==> src/rtl/pam4_fir_pkg.sv <==
package pam4_fir_pkg;

    localparam int SYM_W = 3;

    typedef logic signed [SYM_W-1:0] sym_t;

    // Gray order of levels, lowest to highest: 00, 01, 11, 10
    function automatic sym_t pam4_level(input logic msb, input logic lsb);
        sym_t lvl;
        case ({msb, lsb})
            2'b00:   lvl = -3'sd3;
            2'b01:   lvl = -3'sd1;
            2'b11:   lvl = 3'sd1;
            default: lvl = 3'sd3;
        endcase
        return lvl;
    endfunction

    function automatic sym_t nrz_level(input logic b);
        return b ? 3'sd1 : -3'sd1;
    endfunction

endpackage

==> src/rtl/pam4_sym_mapper.sv <==
module pam4_sym_mapper
    import pam4_fir_pkg::*;
(
    input  logic clk,
    input  logic rst_n,
    input  logic hold,
    input  logic pam4_en,
    input  logic bit_in,
    input  logic bit_vld,
    output logic sym_stb,
    output sym_t sym_val
);

    typedef struct packed {
        logic half;
        logic msb;
    } map_st_t;

    map_st_t st_d, st_q;

    always_comb begin
        st_d    = st_q;
        sym_stb = 1'b0;
        sym_val = pam4_en ? pam4_level(st_q.msb, bit_in) : nrz_level(bit_in);
        if (hold || !pam4_en) begin
            st_d.half = 1'b0;
            sym_stb   = !hold && bit_vld;
        end else if (bit_vld) begin
            if (!st_q.half) begin
                st_d.half = 1'b1;
                st_d.msb  = bit_in;
            end else begin
                st_d.half = 1'b0;
                sym_stb   = 1'b1;
            end
        end
    end

    always_ff @(posedge clk) begin
        if (!rst_n) st_q <= '0;
        else        st_q <= st_d;
    end

    // the first bit of a pair always leaves a pending half symbol
    a_r3_first_half: assert property (@(posedge clk) disable iff (!rst_n)
        (pam4_en && !hold && bit_vld && !st_q.half) |=> st_q.half);

    // nothing stays pending across a hold
    a_r7_hold_clears: assert property (@(posedge clk) disable iff (!rst_n)
        hold |=> !st_q.half);

endmodule

==> src/rtl/pam4_coef_bank.sv <==
module pam4_coef_bank #(
    parameter int NTAP = 5,
    parameter int CW   = 6
) (
    input  logic                          clk,
    input  logic                          rst_n,
    input  logic                          hold,
    input  logic                          coef_we,
    input  logic [$clog2(NTAP+1)-1:0]     coef_sel,
    input  logic [CW-1:0]                 coef_val,
    output logic [NTAP-1:0][CW-1:0]       coefs
);

    localparam int MAIN_IDX = 1;
    localparam logic [CW-1:0] MAIN_RST = CW'(1 << (CW-2));

    typedef struct packed {
        logic [NTAP-1:0][CW-1:0] c;
    } bank_st_t;

    bank_st_t st_d, st_q;

    always_comb begin
        st_d = st_q;
        if (coef_we && hold && (int'(coef_sel) < NTAP))
            st_d.c[coef_sel] = coef_val;
    end

    always_ff @(posedge clk) begin
        if (!rst_n) begin
            for (int i = 0; i < NTAP; i++)
                st_q.c[i] <= (i == MAIN_IDX) ? MAIN_RST : '0;
        end else begin
            st_q <= st_d;
        end
    end

    assign coefs = st_q.c;

    // coefficients are frozen whenever the filter runs
    a_r9_coef_frozen: assert property (@(posedge clk) disable iff (!rst_n)
        !hold |=> $stable(coefs));

endmodule

==> src/rtl/pam4_fir_core.sv <==
module pam4_fir_core
    import pam4_fir_pkg::*;
#(
    parameter int NTAP = 5,
    parameter int CW   = 6,
    parameter int DW   = 8
) (
    input  logic                    clk,
    input  logic                    rst_n,
    input  logic                    sym_stb,
    input  sym_t                    sym_val,
    input  logic [NTAP-1:0][CW-1:0] coefs,
    output logic signed [DW-1:0]    dac_code,
    output logic                    dac_vld
);

    localparam int ACCW = CW + SYM_W + $clog2(NTAP) + 1;
    localparam logic signed [ACCW-1:0] LIM = ACCW'((1 << (DW-1)) - 1);

    typedef struct packed {
        logic [NTAP-1:0][SYM_W-1:0] hist;
        logic [DW-1:0]              code;
        logic                       vld;
    } fir_st_t;

    fir_st_t st_d, st_q;
    logic signed [ACCW-1:0] acc;
    logic signed [ACCW-1:0] cext;
    logic signed [ACCW-1:0] sext;

    always_comb begin
        st_d     = st_q;
        st_d.vld = 1'b0;
        if (sym_stb) begin
            st_d.hist[0] = sym_val;
            for (int i = 1; i < NTAP; i++)
                st_d.hist[i] = st_q.hist[i-1];
        end
        // index 0 sees the newest symbol: the pre-cursor tap
        acc = '0;
        for (int i = 0; i < NTAP; i++) begin
            cext = ACCW'($signed(coefs[i]));
            sext = ACCW'($signed(st_d.hist[i]));
            acc  = acc + cext * sext;
        end
        if (sym_stb) begin
            st_d.vld = 1'b1;
            if (acc > LIM)       st_d.code = LIM[DW-1:0];
            else if (acc < -LIM) st_d.code = (-LIM);
            else                 st_d.code = acc[DW-1:0];
        end
    end

    always_ff @(posedge clk) begin
        if (!rst_n) st_q <= '0;
        else        st_q <= st_d;
    end

    assign dac_code = $signed(st_q.code);
    assign dac_vld  = st_q.vld;

    // a completed symbol yields a pulse one edge later
    a_r5_stb_to_vld: assert property (@(posedge clk) disable iff (!rst_n)
        sym_stb |=> dac_vld);

    // the code holds between symbols
    a_r5_code_stable: assert property (@(posedge clk) disable iff (!rst_n)
        !sym_stb |=> $stable(dac_code));

    // the code never leaves the symmetric DAC range
    a_r6_within_range: assert property (@(posedge clk) disable iff (!rst_n)
        (ACCW'(dac_code) <= LIM) && (ACCW'(dac_code) >= -LIM));

endmodule

==> src/rtl/pam4_tx_fir.sv <==
module pam4_tx_fir
    import pam4_fir_pkg::*;
#(
    parameter int NTAP = 5,
    parameter int CW   = 6,
    parameter int DW   = 8
) (
    input  logic                          clk,
    input  logic                          rst_n,
    input  logic                          pam4_en,
    input  logic                          hold,
    input  logic                          bit_in,
    input  logic                          bit_vld,
    input  logic                          coef_we,
    input  logic [$clog2(NTAP+1)-1:0]     coef_sel,
    input  logic [CW-1:0]                 coef_val,
    output logic signed [DW-1:0]          dac_code,
    output logic                          dac_vld
);

    logic                    sym_stb;
    sym_t                    sym_val;
    logic [NTAP-1:0][CW-1:0] coefs;

    pam4_sym_mapper u_map (
        .clk     (clk),
        .rst_n   (rst_n),
        .hold    (hold),
        .pam4_en (pam4_en),
        .bit_in  (bit_in),
        .bit_vld (bit_vld),
        .sym_stb (sym_stb),
        .sym_val (sym_val)
    );

    pam4_coef_bank #(.NTAP(NTAP), .CW(CW)) u_bank (
        .clk      (clk),
        .rst_n    (rst_n),
        .hold     (hold),
        .coef_we  (coef_we),
        .coef_sel (coef_sel),
        .coef_val (coef_val),
        .coefs    (coefs)
    );

    pam4_fir_core #(.NTAP(NTAP), .CW(CW), .DW(DW)) u_core (
        .clk      (clk),
        .rst_n    (rst_n),
        .sym_stb  (sym_stb),
        .sym_val  (sym_val),
        .coefs    (coefs),
        .dac_code (dac_code),
        .dac_vld  (dac_vld)
    );

    // a held filter emits nothing
    a_r7_hold_silent: assert property (@(posedge clk) disable iff (!rst_n)
        hold |=> !dac_vld);

endmodule

==> config.mk <==
export PLATFORM = sky130hd
export DESIGN_NAME = pam4_tx_fir
export DESIGN_NICKNAME = d
export VERILOG_FILES = /design/src/rtl/pam4_fir_pkg.sv /design/src/rtl/pam4_sym_mapper.sv /design/src/rtl/pam4_coef_bank.sv /design/src/rtl/pam4_fir_core.sv /design/src/rtl/pam4_tx_fir.sv
export SDC_FILE = /design/constraint.sdc
export NUM_CORES = 1
export LEC_CHECK = 0
export BUFFER_PORTS_ARGS = -buffer_cell sky130_fd_sc_hd__buf_4
export CORE_ASPECT_RATIO = 1.2
export CORE_MARGIN = 8
export CORE_UTILIZATION = 30
export DETAILED_ROUTE_END_ITERATION = 7
export GPL_ROUTABILITY_DRIVEN = 0
export PLACE_DENSITY = 0.51
export SYNTH_ARGS = -nofsm -noshare
export SYNTH_HDL_FRONTEND = slang
export SYNTH_SLANG_ARGS = --single-unit
export TNS_END_PERCENT = 5
==> constraint.sdc <==
create_clock -name clk -period 10.9 [get_ports clk]
set_input_delay 2.18 -clock clk [delete_from_list [all_inputs] [get_ports clk]]
set_output_delay 2.18 -clock clk [all_outputs]
set_load 0.01 [all_outputs]
==> results of run 1 <==
==> critical path, stage by stage <==
cell,delay [ns]
buf_4,0.12
nor2b_1,0.15
nor3b_4,0.58
mux2i_1,0.63
or2_2,0.23
fa_1,0.41
fa_1,0.41
inv_1,0.06
ha_1,0.16
inv_1,0.06
fa_1,0.39
inv_1,0.07
a21o_1,0.10
a21oi_1,0.07
xnor2_1,0.21
fa_1,0.50
fa_1,0.55
inv_1,0.05
fa_1,0.52
inv_1,0.04
ha_1,0.21
or3_4,0.38
o21bai_4,0.18
a21oi_2,0.15
xnor2_1,0.09
or3_4,0.34
o41ai_4,0.42
a31oi_1,0.14
==> layer usage <==
layer / vias to the layer above / track usage
met4: 0 / 0.0224
met2: 38 / 0.184
met1: 1982 / 0.129
li1: 2087 / -
met3: 10 / 0.0193
met5: - / 0
==> power groups by stage <==
| stage | combinational [uW] | clock [uW] | sequential [uW] |
|---|---|---|---|
| detailed placement | 80.6 | 0 | 218 |
| global placement | 80.6 | 0 | 218 |
| finish | 78.5 | 170 | 213 |
| floorplan | 59.0 | 0 | 217 |
| global route | 89.2 | 186 | 214 |
| CTS | 81.2 | 177 | 213 |
==> registers in the layout, summed over array words and instances, names as in the netlist <==
register,flops
u_bank.coefs,30
u_core.dac_code,8
u_core.dac_vld,1
u_core.st_q,15
u_map.st_q,2
==> Yosys cell counts (all sizes together), types with 2 or more instances <==
cell / n
o211ai: 2
buf: 11
inv: 102
xnor2: 26
nor2: 20
nand4b: 2
and2: 12
or2: 15
nand2: 25
o2bb2ai: 6
o21bai: 9
nor2b: 70
nand2b: 8
fa: 64
o21ai: 14
mux2i: 44
a21o: 12
a21oi: 22
nor3: 2
ha: 73
a31oi: 2
o21a: 3
mux2: 4
clkbuf: 6
o211a: 2
or3: 2
dfxtp: 56
xor2: 15
nand3: 4
==> path summary, 6_finish.rpt <==
path                                                   endpoint  slack, ns  depth (start not counted)
worst max-delay path            u_core.dac_code[0]$_SDFFE_PN0P_       1.66                         28
worst min-delay path            u_core.dac_code[7]$_SDFFE_PN0P_       0.52                          1
worst min register to register  u_core.dac_code[7]$_SDFFE_PN0P_       0.52                          1
worst max register to register  u_core.dac_code[0]$_SDFFE_PN0P_       3.35                         27
==> layout make-up <==
| type | count | area, um2 |
|---|---|---|
| well taps | 265 | 332 |
| clock buffers | 5 | 125 |
| flip-flops and latches | 56 | 1120 |
| multi-input cells | 467 | 4540 |
| inverters | 102 | 383 |
| fillers | 2124 | 13500 |
| repair buffers | 25 | 188 |
| clock inverters | 3 | 25.0 |
==> cell families after synthesis <==
logic type,Yosys count,synth area share
muxes,48,0.0789
AOI/OAI and AO/OA,77,0.0895
buffers and inverters,119,0.0801
DFF,56,0.182
xor gates and xnor gates,41,0.0596
and+or+nand+nor,164,0.153
adders and majority gates,137,0.357
==> through the flow <==
stage	cell area, um2	worst slack, ns	std cells	hold slack (ns)
floorplan	6150	1.93	642	0.473
global placement	6570	1.35	915	0.482
detailed placement	6570	1.28	915	0.509
CTS	6720	1.61	923	0.528
global route	6720	1.19	923	0.544
finish	6720	1.66	923	0.524
==> summary.md, run 1 <==
| Metric | Value |
|---|---|
| Status | finished, final reports clean |
| PD cells | 68.8 mW/mm2 |
| CTS Buf Count | 5 |
| Fmax | 108 MHz |
| Syn_nets | 795 |
| Kind of end point of the critical path | register |
| Setup-failing EPs final | 0 |
| Share of cells above drive strength 1 | 0.0957 |
| Period utilisation layout | 0.847 |
| DR top layer | met4 |
| Remaining DRCs | 0 |
| Grt ovf | 0 |
| EDFF count, synth | 0 |
| Slew headroom | 0.473 |
| Hold Path Class | reg2reg |
| Critical Setup Path Class | in2reg |
| Commonest non-fill, non-tap cell in the layout | inv_1 |
| Gate power share | 0.170 |
| Most frequent cells in the layout | inv_1, ha_1, nor2b_1 |
| Cell internal pwr | 332 uW |
| PostCTS Resize Cnt | 0 |
| Slew Limit Fails | 0 |
| Max cap viols | 0 |
| Worst EP arrival | 9.40 ns |
| Starting Density | 0.305 |
| CP required | 11.07 ns |
| Total routed wirelength | 12800 um |
| Total Routing Usage GR | 0.104 |
| Reg clk slew, reported paths | 0.08 ns |
| CTS root buf | clkbuf_16 |
| Detailed placement HPWL | 10800 um |
| Core ar. | 0.0202 mm2 |
| WL met2 | 6470 um |
| Die H | 173 um |
| Reg2Reg Launch Point | u_map.st_q[1]$_SDFFE_PP0P_ |
| Hold-fix buffers at CTS | 0 |
| Final ANT Viol Nets | 0 |
| Setup crit start kind | input pin |
| Synth top area cells | fa_1, dfxtp_1, ha_1 |
| Final Util | 0.333 |
| Initial antenna violation count | 0 |
| Net Sw Frac | 0.282 |
| Seq/Total Area, Yosys | 0.182 |
| Final Critical Period | 9.24 ns |
| DR vias | 4117 |
| Synth Instances | 642 |
| Setup TNS | 0 ns |
| Sw Pwr | 130 uW |
| Final nets | 810 |
| Largest net degree at the start of global routing | 58 |
| Max H-tree Level | 2 |
| Syn Area/Cell | 9.58 um2 |
| DIE WIDTH | 147 um |
| RSZ-0062 raised after global routing | no |
| Cell variety after synth | 48 |
| Metal3 WL | 259 um |
| Reg power frac | 0.462 |
| Reported leakage power | 0.00340 uW |
| Register bit total from synthesis | 56 |
| Area leader, netlist | fa_1 |
| I/O pin total | 25 |
| Worst setup startpoint | pam4_en |
| Power Total | 462 uW |
| Clock latency at the later pin of the worst-skew pair | 0.30 ns |
| N_diodes | 0 |
| CP Max Fanout | 10 |
| Clock Sinks | 56 |
| WL met1 | 5830 um |
| Worst slew pin tran | 0.788 ns |
| YS warnings | 0 |
| # rows | 57 |
| Port bufs | 24 |
| DRT iter0 DRCs | 95 |
| CTS tree | yes |
| Detail-routed via count per cell | 4.46 |
| Final hold vios | 0 |
| Min-delay src | u_core.dac_code[7]$_SDFFE_PN0P_ |
| Vias in the first global route | 4384 |
| Die area | 0.0254 mm2 |
| Top cell type's share of synthesized area | 0.208 |
| Peak VDD IR | 0.0000629 V |
| DR pass1 iterations | 4 |
| Area delta synth->final | 9.19% |
| First-pass GRT wire length | 21600 um |
| Number of post-CTS setup repair buffers | 0 |
| WL/cell | 13.8 um |
| Synth Flop Type | dfxtp_1 |
| Clock Path Buffers | 2 |
| Synth Cell Area | 0.00615 mm2 |
| Clock Skews | 0.00668 ns |
| Clk pwr share | 0.369 |
| Async S/R FF share, synth | 0 |
Note: power is estimated with default switching activity, not from simulation.
==> run 2: changes to the inputs <==
clock period = 8.7 ns   (was 10.9 ns; I/O delays follow)
==> run 2 against run 1 <==
Register-to-register slack got worse by 1.6 ns. Wire length grew 0.85%. Sequential share of layout area shrank 0.36 points. Clock power increased by 44%. Core utilization grew 0.73 points. Design area increased by 2.2%. Worst setup slack lost 1.2 ns. Critical endpoint unchanged.
==> summary.md, run 2 (same netlist as run 1, synthesis figures left out) <==
| Metric | Value |
|---|---|
| Final nets | 825 |
| Area delta synth->final | 11.6% |
| I/O pin total | 25 |
| Total routed wirelength | 12900 um |
| WL/cell | 13.7 um |
| Reg2Reg Launch Point | u_map.st_q[1]$_SDFFE_PP0P_ |
| DR pass1 iterations | 6 |
| N_diodes | 0 |
| CTS tree | yes |
| Starting Density | 0.305 |
| PD cells | 89.0 mW/mm2 |
| Clock Skews | 0.00208 ns |
| Reg clk slew, reported paths | 0.08 ns |
| Fmax | 122 MHz |
| Commonest non-fill, non-tap cell in the layout | inv_1 |
| Slew Limit Fails | 0 |
| CP Max Fanout | 10 |
| CP Capture Point | u_core.dac_code[0]$_SDFFE_PN0P_ |
| Max H-tree Level | 2 |
| Vias in the first global route | 4441 |
| Status | finished, final reports clean |
| Slew headroom | 0.459 |
| Port bufs | 24 |
| Setup TNS | 0 ns |
| Grt ovf | 0 |
| Most frequent cells in the layout | inv_1, ha_1, nor2b_1 |
| Number of post-CTS setup repair buffers | 0 |
| Remaining DRCs | 0 |
| Final ANT Viol Nets | 0 |
| DR vias | 4137 |
| PostCTS Resize Cnt | 0 |
| CTS root buf | clkbuf_16 |
| # rows | 57 |
| Worst setup startpoint | pam4_en |
| Cell internal pwr | 445 uW |
| Largest register FFs | 30 |
| Die area | 0.0254 mm2 |
| Die H | 173 um |
| Hold Path Class | reg2reg |
| Hold-fix buffers at CTS | 0 |
| Clock Path Buffers | 2 |
| Clock Sinks | 56 |
| Largest net degree at the start of global routing | 58 |
| Setup-failing EPs final | 0 |
| Hold Slack | 0.510 ns |
| Clk pwr share | 0.399 |
| First-pass GRT wire length | 21500 um |
| Period utilisation layout | 0.944 |
| CTS Buf Count | 5 |
| Number of fill cells | 2134 |
| DRT iter0 DRCs | 80 |
| Peak VDD IR | 0.0000766 V |
| Detailed placement HPWL | 11100 um |
| RSZ-0062 raised after global routing | no |
| Detail-routed via count per cell | 4.41 |
| Max cap viols | 0 |
| Critical Setup Path Class | in2reg |
| Net Sw Frac | 0.271 |
| Reported leakage power | 0.00348 uW |
| Gate power share | 0.164 |
| Share of cells above drive strength 1 | 0.116 |
| Worst slew pin tran | 0.808 ns |
| Reg2Reg Setup Slack | 1.75 ns |
| Worst R2R Path Depth | 25 |
| Reg power frac | 0.437 |
| CP required | 8.87 ns |
| Total Routing Usage GR | 0.105 |
| Kind of end point of the critical path | register |
| Sw Pwr | 165 uW |
| Worst EP arrival | 8.39 ns |
| Initial antenna violation count | 0 |
| Clock latency at the later pin of the worst-skew pair | 0.30 ns |
| Final hold vios | 0 |
| Core ar. | 0.0202 mm2 |
| DIE WIDTH | 147 um |
| Setup crit start kind | input pin |
| Final Critical Period | 8.22 ns |
| Reg-to-reg endpoint | u_core.dac_code[0]$_SDFFE_PN0P_ |
run 2: metrics by stage:
step,cell area (um2),std cells,worst slack (ns),power (uW),util
final,6860,938,0.484,611,0.340
after global routing,6860,938,0.0187,645,0.340
after CTS,6860,938,0.430,627,0.340
after detailed placement,6690,930,0.0850,377,0.332
after global placement,6690,930,0.0789,376,0.332
after floorplan,6150,642,0.169,346,-
run 2: how the worst min path moves through the flow:
| stage | start | slack (ns) | cells after the start | end |
|---|---|---|---|---|
| 6_report | u_core.dac_code[7]$_SDFFE_PN0P_ | 0.51 | 1 | u_core.dac_code[7]$_SDFFE_PN0P_ |
| 5_1_grt | u_core.dac_code[7]$_SDFFE_PN0P_ | 0.55 | 1 | u_core.dac_code[7]$_SDFFE_PN0P_ |
| 4_1_cts | u_core.dac_code[7]$_SDFFE_PN0P_ | 0.51 | 1 | u_core.dac_code[7]$_SDFFE_PN0P_ |
| 3_5_place_dp | u_core.dac_code[7]$_SDFFE_PN0P_ | 0.49 | 1 | u_core.dac_code[7]$_SDFFE_PN0P_ |
| 3_3_place_gp | u_core.dac_code[7]$_SDFFE_PN0P_ | 0.48 | 1 | u_core.dac_code[7]$_SDFFE_PN0P_ |
| 2_1_floorplan | u_core.dac_code[7]$_SDFFE_PN0P_ | 0.47 | 1 | u_core.dac_code[7]$_SDFFE_PN0P_ |
run 2: per-layer routing:
| layer | GRT usage | wire (um) | vias to the layer above |
|---|---|---|---|
| met5 | 0 | 0 | - |
| met4 | 0.0206 | 104 | 0 |
| met3 | 0.0172 | 258 | 7 |
| met2 | 0.196 | 6870 | 23 |
| met1 | 0.123 | 5640 | 1994 |
| li1 | - | - | 2113 |
run 2: power groups by stage:
stage	Sequential, uW	Clock, uW	Combinational, uW
2_1_floorplan	272	0	74.0
3_3_place_gp	273	0	103
3_5_place_dp	273	0	103
4_1_cts	267	256	104
5_1_grt	268	263	115
6_report	267	244	100
run 2: area by class of cell:
cell class                 count  area (um2)  share of cell area
clock inverter                 3        46.3             0.00675
multi-input combinational    467        4540               0.662
sequential                    56        1120               0.163
tap                          265         332              0.0483
timing repair buffer          40         313              0.0456
clock buffer                   5         125              0.0182
inverter                     102         383              0.0558
run 2: worst max-delay path: stages:
cell and delay, ns:
buf_4 0.12, nor2b_1 0.15, nor3b_4 0.21, buf_12 0.17, mux2i_1 0.38, buf_4 0.21, nor2_1 0.06, fa_1 0.49
ha_1 0.36, fa_1 0.47, a21o_1 0.19, a21oi_1 0.17, xnor2_1 0.15, fa_1 0.48, fa_1 0.54, inv_1 0.05
fa_1 0.52, inv_1 0.04, ha_1 0.21, or3_4 0.38, o21bai_4 0.18, a21oi_2 0.14, xnor2_1 0.09, or3_4 0.34
o41ai_4 0.41, a31oi_1 0.14
==> run 3: changes to the inputs <==
PLACE_DENSITY = not set   (was 0.51)
==> run 3 against run 2 <==
Sequential power about the same. Critical path depth grew 3. Clock power fell by 13%. Largest cell class unchanged. Sequential cell count stayed put. First-iteration DRC count up 66%. Design area fell by 0.77%. Fmax fell by 1.1%. Non-clock buffer count down 4. Largest power group unchanged. Sequential share of layout area is 0.13 points higher. Die area stayed put.
==> summary.md, run 3 (same netlist as run 1, synthesis figures left out) <==
| Metric | Value |
|---|---|
| Status | finished, final reports clean |
| Initial antenna violation count | 0 |
| DR vias | 4215 |
| RSZ-0062 raised after global routing | no |
| Reported leakage power | 0.00345 uW |
| Largest register FFs | 30 |
| Hold-fix buffers at CTS | 0 |
| CP required | 8.87 ns |
| Starting Density | 0.305 |
| WL/cell | 13.4 um |
| Slew Limit Fails | 0 |
| Max H-tree Level | 2 |
| Core ar. | 0.0202 mm2 |
| Worst setup startpoint | pam4_en |
| Multi-input logic area | 0.00455 mm2 |
| Setup-failing EPs final | 0 |
| Setup TNS | 0 ns |
| Pre-CTS WS | 0.0520 ns |
| Sequential Area | 0.00112 mm2 |
| Hold Path Class | reg2reg |
| Slowest CP cell | fa_1 |
| Vias in the first global route | 4412 |
| Final hold vios | 0 |
| Period utilisation layout | 0.954 |
| CTS tree | yes |
| Final nets | 821 |
| Remaining DRCs | 0 |
| Clock latency at the later pin of the worst-skew pair | 0.31 ns |
| Reg clk slew, reported paths | 0.07 ns |
| Die area | 0.0254 mm2 |
| DRT iter0 DRCs | 133 |
| Kind of end point of the critical path | register |
| Clock Path Buffers | 2 |
| Reg-to-reg endpoint | u_core.dac_code[0]$_SDFFE_PN0P_ |
| Grt ovf | 0 |
| # rows | 57 |
| Worst R2R Path Depth | 28 |
| Total routed wirelength | 12500 um |
| Final ANT Viol Nets | 0 |
| DR pass1 iterations | 4 |
| Clock Sinks | 56 |
| PD cells | 85.0 mW/mm2 |
| Setup WS post-layout | 0.396 ns |
| First-pass GRT wire length | 21200 um |
| I/O pin total | 25 |
| Peak VDD IR | 0.0000687 V |
| Number of fill cells | 2085 |
| Max cap viols | 0 |
| Reg2Reg Launch Point | u_map.st_q[1]$_SDFFE_PP0P_ |
| Fmax | 120 MHz |
| Setup crit start kind | input pin |
| Reg2Reg Setup Slack | 1.63 ns |
| Slew headroom | 0.419 |
| Min-delay src | u_core.dac_code[7]$_SDFFE_PN0P_ |
| Die H | 173 um |
| Critical Setup Path Class | in2reg |
| Detailed placement HPWL | 10500 um |
| CP Capture Point | u_core.dac_code[0]$_SDFFE_PN0P_ |
| N_diodes | 0 |
| Clock Skews | 0.00369 ns |
| Total Routing Usage GR | 0.102 |
| Share of cells above drive strength 1 | 0.111 |
| Worst EP arrival | 8.48 ns |
| CTS Buf Count | 5 |
| Worst slew pin tran | 0.869 ns |
| CTS root buf | clkbuf_16 |
| Final Critical Period | 8.30 ns |
| Crit-path most repeated cell | fa_1 |
| Port bufs | 24 |
| DIE WIDTH | 147 um |
| Critical Path Max Stage Delay | 0.54 ns |
| CP Max Fanout | 10 |
| Area delta synth->final | 10.7% |
| Detail-routed via count per cell | 4.51 |
| Commonest non-fill, non-tap cell in the layout | inv_1 |
| Most frequent cells in the layout | inv_1, ha_1, nor2b_1 |
| Largest net degree at the start of global routing | 58 |
## run 3: changes by cell type in the layout (fill, tap and decap cells not counted), sizes merged
cell / delta
inv: -1
bufinv: -1
clkinv: +1
clkbuf: +1
buf: -4
## run 3: power breakdown
part           total, uW  internal (uW)  leakage (uW)  switching, uW
Sequential           267            262      0.000453           4.65
Combinational       99.3           44.9       0.00293           54.4
Clock                212            108     0.0000671            104
Total                579            415       0.00345            163
## run 3: layer usage
metal  up-vias  part of all wire  track usage
li1       2109                 -            -
met1      2069              0.46        0.125
met2        27              0.51        0.182
met3        10             0.021       0.0188
met4         0            0.0097       0.0224
met5         -                 0            0
## run 3: how the worst min path moves through the flow
stage	end	slack (ns)	depth (start not counted)
2_1_floorplan	u_core.dac_code[7]$_SDFFE_PN0P_	0.47	1
3_3_place_gp	u_core.dac_code[7]$_SDFFE_PN0P_	0.49	1
3_5_place_dp	u_core.dac_code[7]$_SDFFE_PN0P_	0.50	1
4_1_cts	u_core.dac_code[7]$_SDFFE_PN0P_	0.51	1
5_1_grt	u_core.dac_code[7]$_SDFFE_PN0P_	0.54	1
6_report	u_core.dac_code[7]$_SDFFE_PN0P_	0.51	1
## run 3: final cells by class
type                    instances  area share
clock buffers                   6      0.0189
clock inverters                 2     0.00239
inverters                     102      0.0562
multi-input cells             467       0.668
flip-flops and latches         56       0.165
well taps                     265      0.0487
repair buffers                 36      0.0415
## run 3: through the flow
step / std cells / area [um2] / util / hold WS [ns] / total power [uW]
after floorplan: 642 / 6150 / - / 0.473 / 346
after global placement: 926 / 6660 / 0.330 / 0.492 / 374
after detailed placement: 926 / 6660 / 0.330 / 0.496 / 374
after CTS: 934 / 6810 / 0.337 / 0.513 / 587
after global routing: 934 / 6810 / 0.337 / 0.544 / 606
final: 934 / 6810 / 0.337 / 0.507 / 579
## run 3: timing repair
action / CTS / global route
setup buffers: 0 / 0
resized for setup: 0 / 1
endpoints found under the setup margin: 0 / 1
## run 3: worst max-delay path, delay by kind of cell
kind                       cells  cell delay (ns)
muxes                          1             0.39
AOI/OAI and AO/OA              6             1.08
xor gates and xnor gates       2             0.32
buffers and inverters          7             0.58
adders and majority gates      8             3.17
and+or+nand+nor                5             1.18
